--- src/rtl/rtc_pkg.sv ---
package rtc_pkg;
  localparam int unsigned FIELD_W = 8;
  localparam logic [2:0] SEL_SEC  = 3'd0;
  localparam logic [2:0] SEL_MIN  = 3'd1;
  localparam logic [2:0] SEL_HOUR = 3'd2;
  localparam logic [2:0] SEL_DAY  = 3'd3;
  localparam logic [2:0] SEL_CTRL = 3'd4;

  typedef struct packed {
    logic [5:0] sec;
    logic [5:0] min;
    logic [4:0] hour;
    logic [8:0] day;
    logic       halt;
    logic       ovf;
  } rtc_state_t;
endpackage

--- src/rtl/rtc_prescaler.sv ---
module rtc_prescaler #(
  parameter int unsigned TICKS_PER_SEC = 32768,
  parameter int unsigned STEP_W        = 4,
  localparam int unsigned SUM_W        = $clog2(TICKS_PER_SEC + (1 << STEP_W)) + 1
) (
  input  logic              clk,
  input  logic              rst,
  input  logic              hold,
  input  logic              clear,
  input  logic [STEP_W-1:0] step,
  output logic              tick,
  output logic [SUM_W-1:0]  acc_q
);
  localparam logic [SUM_W-1:0] LIMIT = SUM_W'(TICKS_PER_SEC);

  logic [SUM_W-1:0] sum;

  always_comb begin
    sum  = acc_q + SUM_W'(step);
    tick = !hold && !clear && (sum >= LIMIT);
  end

  always_ff @(posedge clk) begin
    if (rst || clear) begin
      acc_q <= '0;
    end else if (!hold) begin
      if (sum >= LIMIT) acc_q <= sum - LIMIT;
      else              acc_q <= sum;
    end
  end
endmodule

--- src/rtl/rtc_cascade.sv ---
module rtc_cascade
  import rtc_pkg::*;
(
  input  logic             clk,
  input  logic             rst,
  input  logic             tick,
  input  logic             wr_en,
  input  logic [2:0]       wr_sel,
  input  logic [7:0]       wr_data,
  output rtc_state_t       st_q
);
  rtc_state_t adv;
  logic c_min, c_hour, c_day;
  logic [5:0] sec_inc, min_inc;
  logic [4:0] hour_inc;
  logic [8:0] day_inc;

  always_comb begin
    adv      = st_q;
    sec_inc  = st_q.sec + 6'd1;
    min_inc  = st_q.min + 6'd1;
    hour_inc = st_q.hour + 5'd1;
    day_inc  = st_q.day + 9'd1;
    c_min    = (sec_inc == 6'd60);
    c_hour   = 1'b0;
    c_day    = 1'b0;
    adv.sec  = c_min ? 6'd0 : sec_inc;
    if (c_min) begin
      c_hour  = (min_inc == 6'd60);
      adv.min = c_hour ? 6'd0 : min_inc;
    end
    if (c_hour) begin
      c_day    = (hour_inc == 5'd24);
      adv.hour = c_day ? 5'd0 : hour_inc;
    end
    if (c_day) begin
      adv.day = day_inc;
      if (st_q.day == 9'h1FF) adv.ovf = 1'b1;
    end
  end

  always_ff @(posedge clk) begin
    if (rst) begin
      st_q <= '0;
    end else if (wr_en) begin
      case (wr_sel)
        SEL_SEC:  st_q.sec     <= wr_data[5:0];
        SEL_MIN:  st_q.min     <= wr_data[5:0];
        SEL_HOUR: st_q.hour    <= wr_data[4:0];
        SEL_DAY:  st_q.day[7:0] <= wr_data;
        SEL_CTRL: begin
          st_q.ovf    <= wr_data[7];
          st_q.halt   <= wr_data[6];
          st_q.day[8] <= wr_data[0];
        end
        default: ;
      endcase
    end else if (tick && !st_q.halt) begin
      st_q <= adv;
    end
  end
endmodule

--- src/rtl/cart_rtc.sv ---
module cart_rtc
  import rtc_pkg::*;
#(
  parameter int unsigned TICKS_PER_SEC = 32768,
  parameter int unsigned STEP_W        = 4
) (
  input  logic              clk,
  input  logic              rst,
  input  logic [STEP_W-1:0] unit_step,
  input  logic              wr_en,
  input  logic [2:0]        wr_sel,
  input  logic [7:0]        wr_data,
  input  logic [2:0]        rd_sel,
  output logic [7:0]        rd_data
);
  localparam int unsigned SUM_W = $clog2(TICKS_PER_SEC + (1 << STEP_W)) + 1;

  rtc_state_t       st;
  logic             tick;
  logic [SUM_W-1:0] acc;
  logic             sec_wr;
  logic [7:0]       rd_mux;

  assign sec_wr = wr_en && (wr_sel == SEL_SEC);

  rtc_prescaler #(.TICKS_PER_SEC(TICKS_PER_SEC), .STEP_W(STEP_W)) u_pre (
    .clk(clk), .rst(rst), .hold(st.halt), .clear(sec_wr),
    .step(unit_step), .tick(tick), .acc_q(acc)
  );

  rtc_cascade u_casc (
    .clk(clk), .rst(rst), .tick(tick), .wr_en(wr_en),
    .wr_sel(wr_sel), .wr_data(wr_data), .st_q(st)
  );

  always_comb begin
    case (rd_sel)
      SEL_SEC:  rd_mux = {2'b00, st.sec};
      SEL_MIN:  rd_mux = {2'b00, st.min};
      SEL_HOUR: rd_mux = {3'b000, st.hour};
      SEL_DAY:  rd_mux = st.day[7:0];
      SEL_CTRL: rd_mux = {st.ovf, st.halt, 5'b11111, st.day[8]};
      default:  rd_mux = 8'hFF;
    endcase
  end

  always_ff @(posedge clk) begin
    if (rst) rd_data <= 8'h00;
    else     rd_data <= rd_mux;
  end
endmodule

--- config.mk ---
export PLATFORM = sky130hd
export DESIGN_NAME = cart_rtc
export DESIGN_NICKNAME = d
export VERILOG_FILES = /design/src/rtl/rtc_pkg.sv /design/src/rtl/rtc_prescaler.sv /design/src/rtl/rtc_cascade.sv /design/src/rtl/cart_rtc.sv
export SDC_FILE = /design/constraint.sdc
export NUM_CORES = 1
export LEC_CHECK = 0
export BUFFER_PORTS_ARGS = -buffer_cell sky130_fd_sc_hd__buf_2
export CAP_MARGIN = 30
export CORE_ASPECT_RATIO = 0.9
export CORE_MARGIN = 2
export CORE_UTILIZATION = 55
export DETAILED_ROUTE_END_ITERATION = 16
export GPL_TIMING_DRIVEN = 0
export PLACE_DENSITY_LB_ADDON = 0.3
export SYNTH_ARGS = -nofsm -noshare
export SYNTH_HDL_FRONTEND = slang
export SYNTH_SLANG_ARGS = --single-unit
export TNS_END_PERCENT = 100
--- constraint.sdc ---
create_clock -name clk -period 4.6 [get_ports clk]
set_input_delay 0.92 -clock clk [delete_from_list [all_inputs] [get_ports clk]]
set_output_delay 0.92 -clock clk [all_outputs]
set_load 0.03 [all_outputs]
==> results.cfg <==
[run_status]
status = finished clean

[finish]
fin_nets = 477
diodes = 0
final_cells = 518
drive_above_1_share_pct = 15.0
fin_util_pct = 61.5
area_delta_synth_final_pct = 9.63

[worst_setup_path]
crit_chain = buf_2 -> ha_1 -> buf_2 -> nand3_1 -> o22ai_1 -> nand4_1 -> xor2_1 -> ha_1 -> inv_1 -> nand2_1 -> o41a_1 -> buf_2 -> o22ai_1 -> buf_2 -> o21ai_0 -> a32o_1
critPathKind = in -> reg
crit_slowest_cell = o22ai_1
worst-path-max-fanout = 10
critPathLaunch = unit_step[3]
crit_arrival_ns = 4.08
cp-start-kind = primary input
r2r_start = u_pre.acc_q[3]
cp_common_cell = buf_2
crit_path_end_kind = flop
cp_num_buf_inv = 5
crit_required_ns = 4.81
critPathMaxStageDelay_ns = 0.42
path_delay_family = compound AO/OA/AOI/OAI gates

[floorplanning]
core_sq_um = 6050
die_h_um = 78.5
start_util_pct = 56.1
rows = 27
num_io_pins = 29
dieWidth_um = 86.8
die_area_sq_um = 6810

[timing]
rsz0062_at_grt = false
whs_ns = 0.511
slew_viol_final = 0
setup_viol = 0
max_freq_mhz = 258
setup_ws_ns = 0.724
tns_ns = 0
finalCritPeriodShare_pct = 84.3
relSlewSlack_pct = 59.1
tightestPinTransition_ns = 0.613
final.min_clock_period_ns = 3.88
hold_viol_final = 0
fin_skew_ns = 0.0112

[detailed_routing]
antenna_left = 0
num_vias = 3240
first_iter_violations = 276
viasPerCell = 6.25
drt_pass1_iterations = 5
post_drt_wl_per_cell_um = 17.0
drt_wl_total_um = 8780
drc_errors = 0

[cts]
cts_made_buffers = 5
path_clk_slew_ns = 0.10
postCtsSetupRepairBufs = 0
clk_latency_ns = 0.31
htreeDepth = 2
ctsRootBufferMaster = clkbuf_8
cts_tree = done
cts.sinks = 53
clockBufferDepth = 2
cts_resized = 0
cts_hold_buf = 0

[power_and_ir_drop]
p_leak_nw = 1.46
sequentialPowerShare_pct = 46.3
peakVddDrop_mv = 0.168
swShare_pct = 32.7
p_sw_mw = 0.371
clockPowerShare_pct = 25.9
internal_power_mw = 0.761
p_per_area_nw_per_um2 = 304
power_frac_comb_pct = 27.8

[placement]
post-place-ws_ns = 0.442
portBuffers = 27
place.gp.congestion = 0.894
dp.cells = 510
dp_hpwl_um = 6560

[grt]
grt_pass1_wl_um = 14300
grt_overflow = 0
grt_usage_pct = 26.8
grt_start_max_net_pins = 16
grt_pass1_vias = 2904
antenna_found_initial = 0

[yosys]
synth_top_cells_by_area = dfxtp_1 31%, nor2_1 5.8%, a21oi_1 4.9%
synthArstFlopShare_pct = 0
synth_top_area_cell = dfxtp_1
yosysSeqAreaShare_pct = 31.3
synth_warnings = 0
synth_area_sq_um = 3390
synth.distinct_cells = 64
synth_ff_type = dfxtp_1
synth_enable_flop_cells = 0
synth_top_cells_by_count = 53 x dfxtp_1, 52 x nor2_1, 33 x a21oi_1, 33 x nand2_1, 18 x o21ai_0
synthCells = 411
avgSynthCellArea_sq_um = 8.25
synth.most_common_cell = dfxtp_1
synth_top_area_share_pct = 31.3
syn_nets = 443
ys_ff_latch = 53

[min_path]
worst_hold_path_type = reg -> reg
min_from = u_pre.acc_q[3]

[flow_run]
cap_viol_max_count = 0
[cell families after synthesis]
logic type	synth area share, %
AND/OR/NAND/NOR	25.1
XOR/XNOR	4.65
AO/OA/AOI/OAI	23.7
buffers and inverters	4.32
flip-flops	31.3
multiplexers	6.64
adder cells (fa/ha/maj)	4.28
[power by group through the flow]
stage               Sequential (mW)  Clock, mW  Combinational (mW)
floorplan                     0.536          0               0.233
global placement              0.532          0               0.302
detailed placement            0.534          0               0.309
CTS                           0.523      0.296               0.310
global route                  0.529      0.318               0.349
finish                        0.524      0.293               0.315
[path summary, 6_finish.rpt]
check | cells past startpoint | to | slack, ns
worst max register to register | 15 | u_casc.st_q[19] | 1.10
worst min-delay path | 2 | u_pre.acc_q[3] | 0.51
worst min register to register | 2 | u_pre.acc_q[3] | 0.51
worst max-delay path | 16 | u_casc.st_q[19] | 0.72
[final cells by class]
cell class | count | area [sq um]
Tap cell | 72 | 90.1
Clock inverter | 1 | 5.00
Buffer | 24 | 120
Fill cell | 551 | 2330
Clock buffer | 7 | 96.3
Inverter | 7 | 26.3
Multi-Input combinational cell | 327 | 2180
Timing Repair Buffer | 27 | 135
Sequential cell | 53 | 1060
[state kept, by name (all words and copies together) (netlist names)]
| name | cells |
|---|---|
| rd_data | 8 |
| u_pre.acc_q | 17 |
| u_casc.st_q | 28 |
[tightest hold or removal path, cell delays in order (launching register included)]
cell	delay [ns]
dfxtp_1	0.35
a21oi_1	0.07
nor2_1	0.07
[placed cells by master (no fill, tap or decap), types with 3 or more instances in the layout]
master	count
buf_2	33
nand3_1	13
or4_1	4
mux2i_1	9
xor2_1	10
and3_1	7
nor3_1	6
nor3b_1	3
a311oi_1	6
a32o_1	9
nor2_1	52
nor2b_1	9
nand4_1	10
clkbuf_8	7
nand2_1	33
nand2b_1	11
a211oi_1	4
o211ai_1	7
ha_1	10
o21ai_0	18
a21oi_1	33
dfxtp_1	53
or3_1	7
o211a_1	4
inv_1	7
xnor2_1	8
a21o_1	3
clkbuf_1	13
o22ai_1	4
mux4_2	5
[per-stage QoR]
stage               area (sq um)  power, mW
floorplan                   3390      0.769
global placement            3620      0.834
detailed placement          3620      0.842
CTS                         3720       1.13
global route                3720       1.20
finish                      3720       1.13
[layer usage]
| metal | track usage, % | part of all wire (%) | up-vias |
|---|---|---|---|
| li1 | - | - | 1596 |
| met3 | 5.57 | 8.8 | 9 |
| met1 | 40.8 | 49 | 1494 |
| met2 | 38.0 | 41 | 141 |
| met5 | 0 | 0 | - |
| met4 | 7.34 | 0.96 | 0 |
Power figures use the tool's default switching activity.
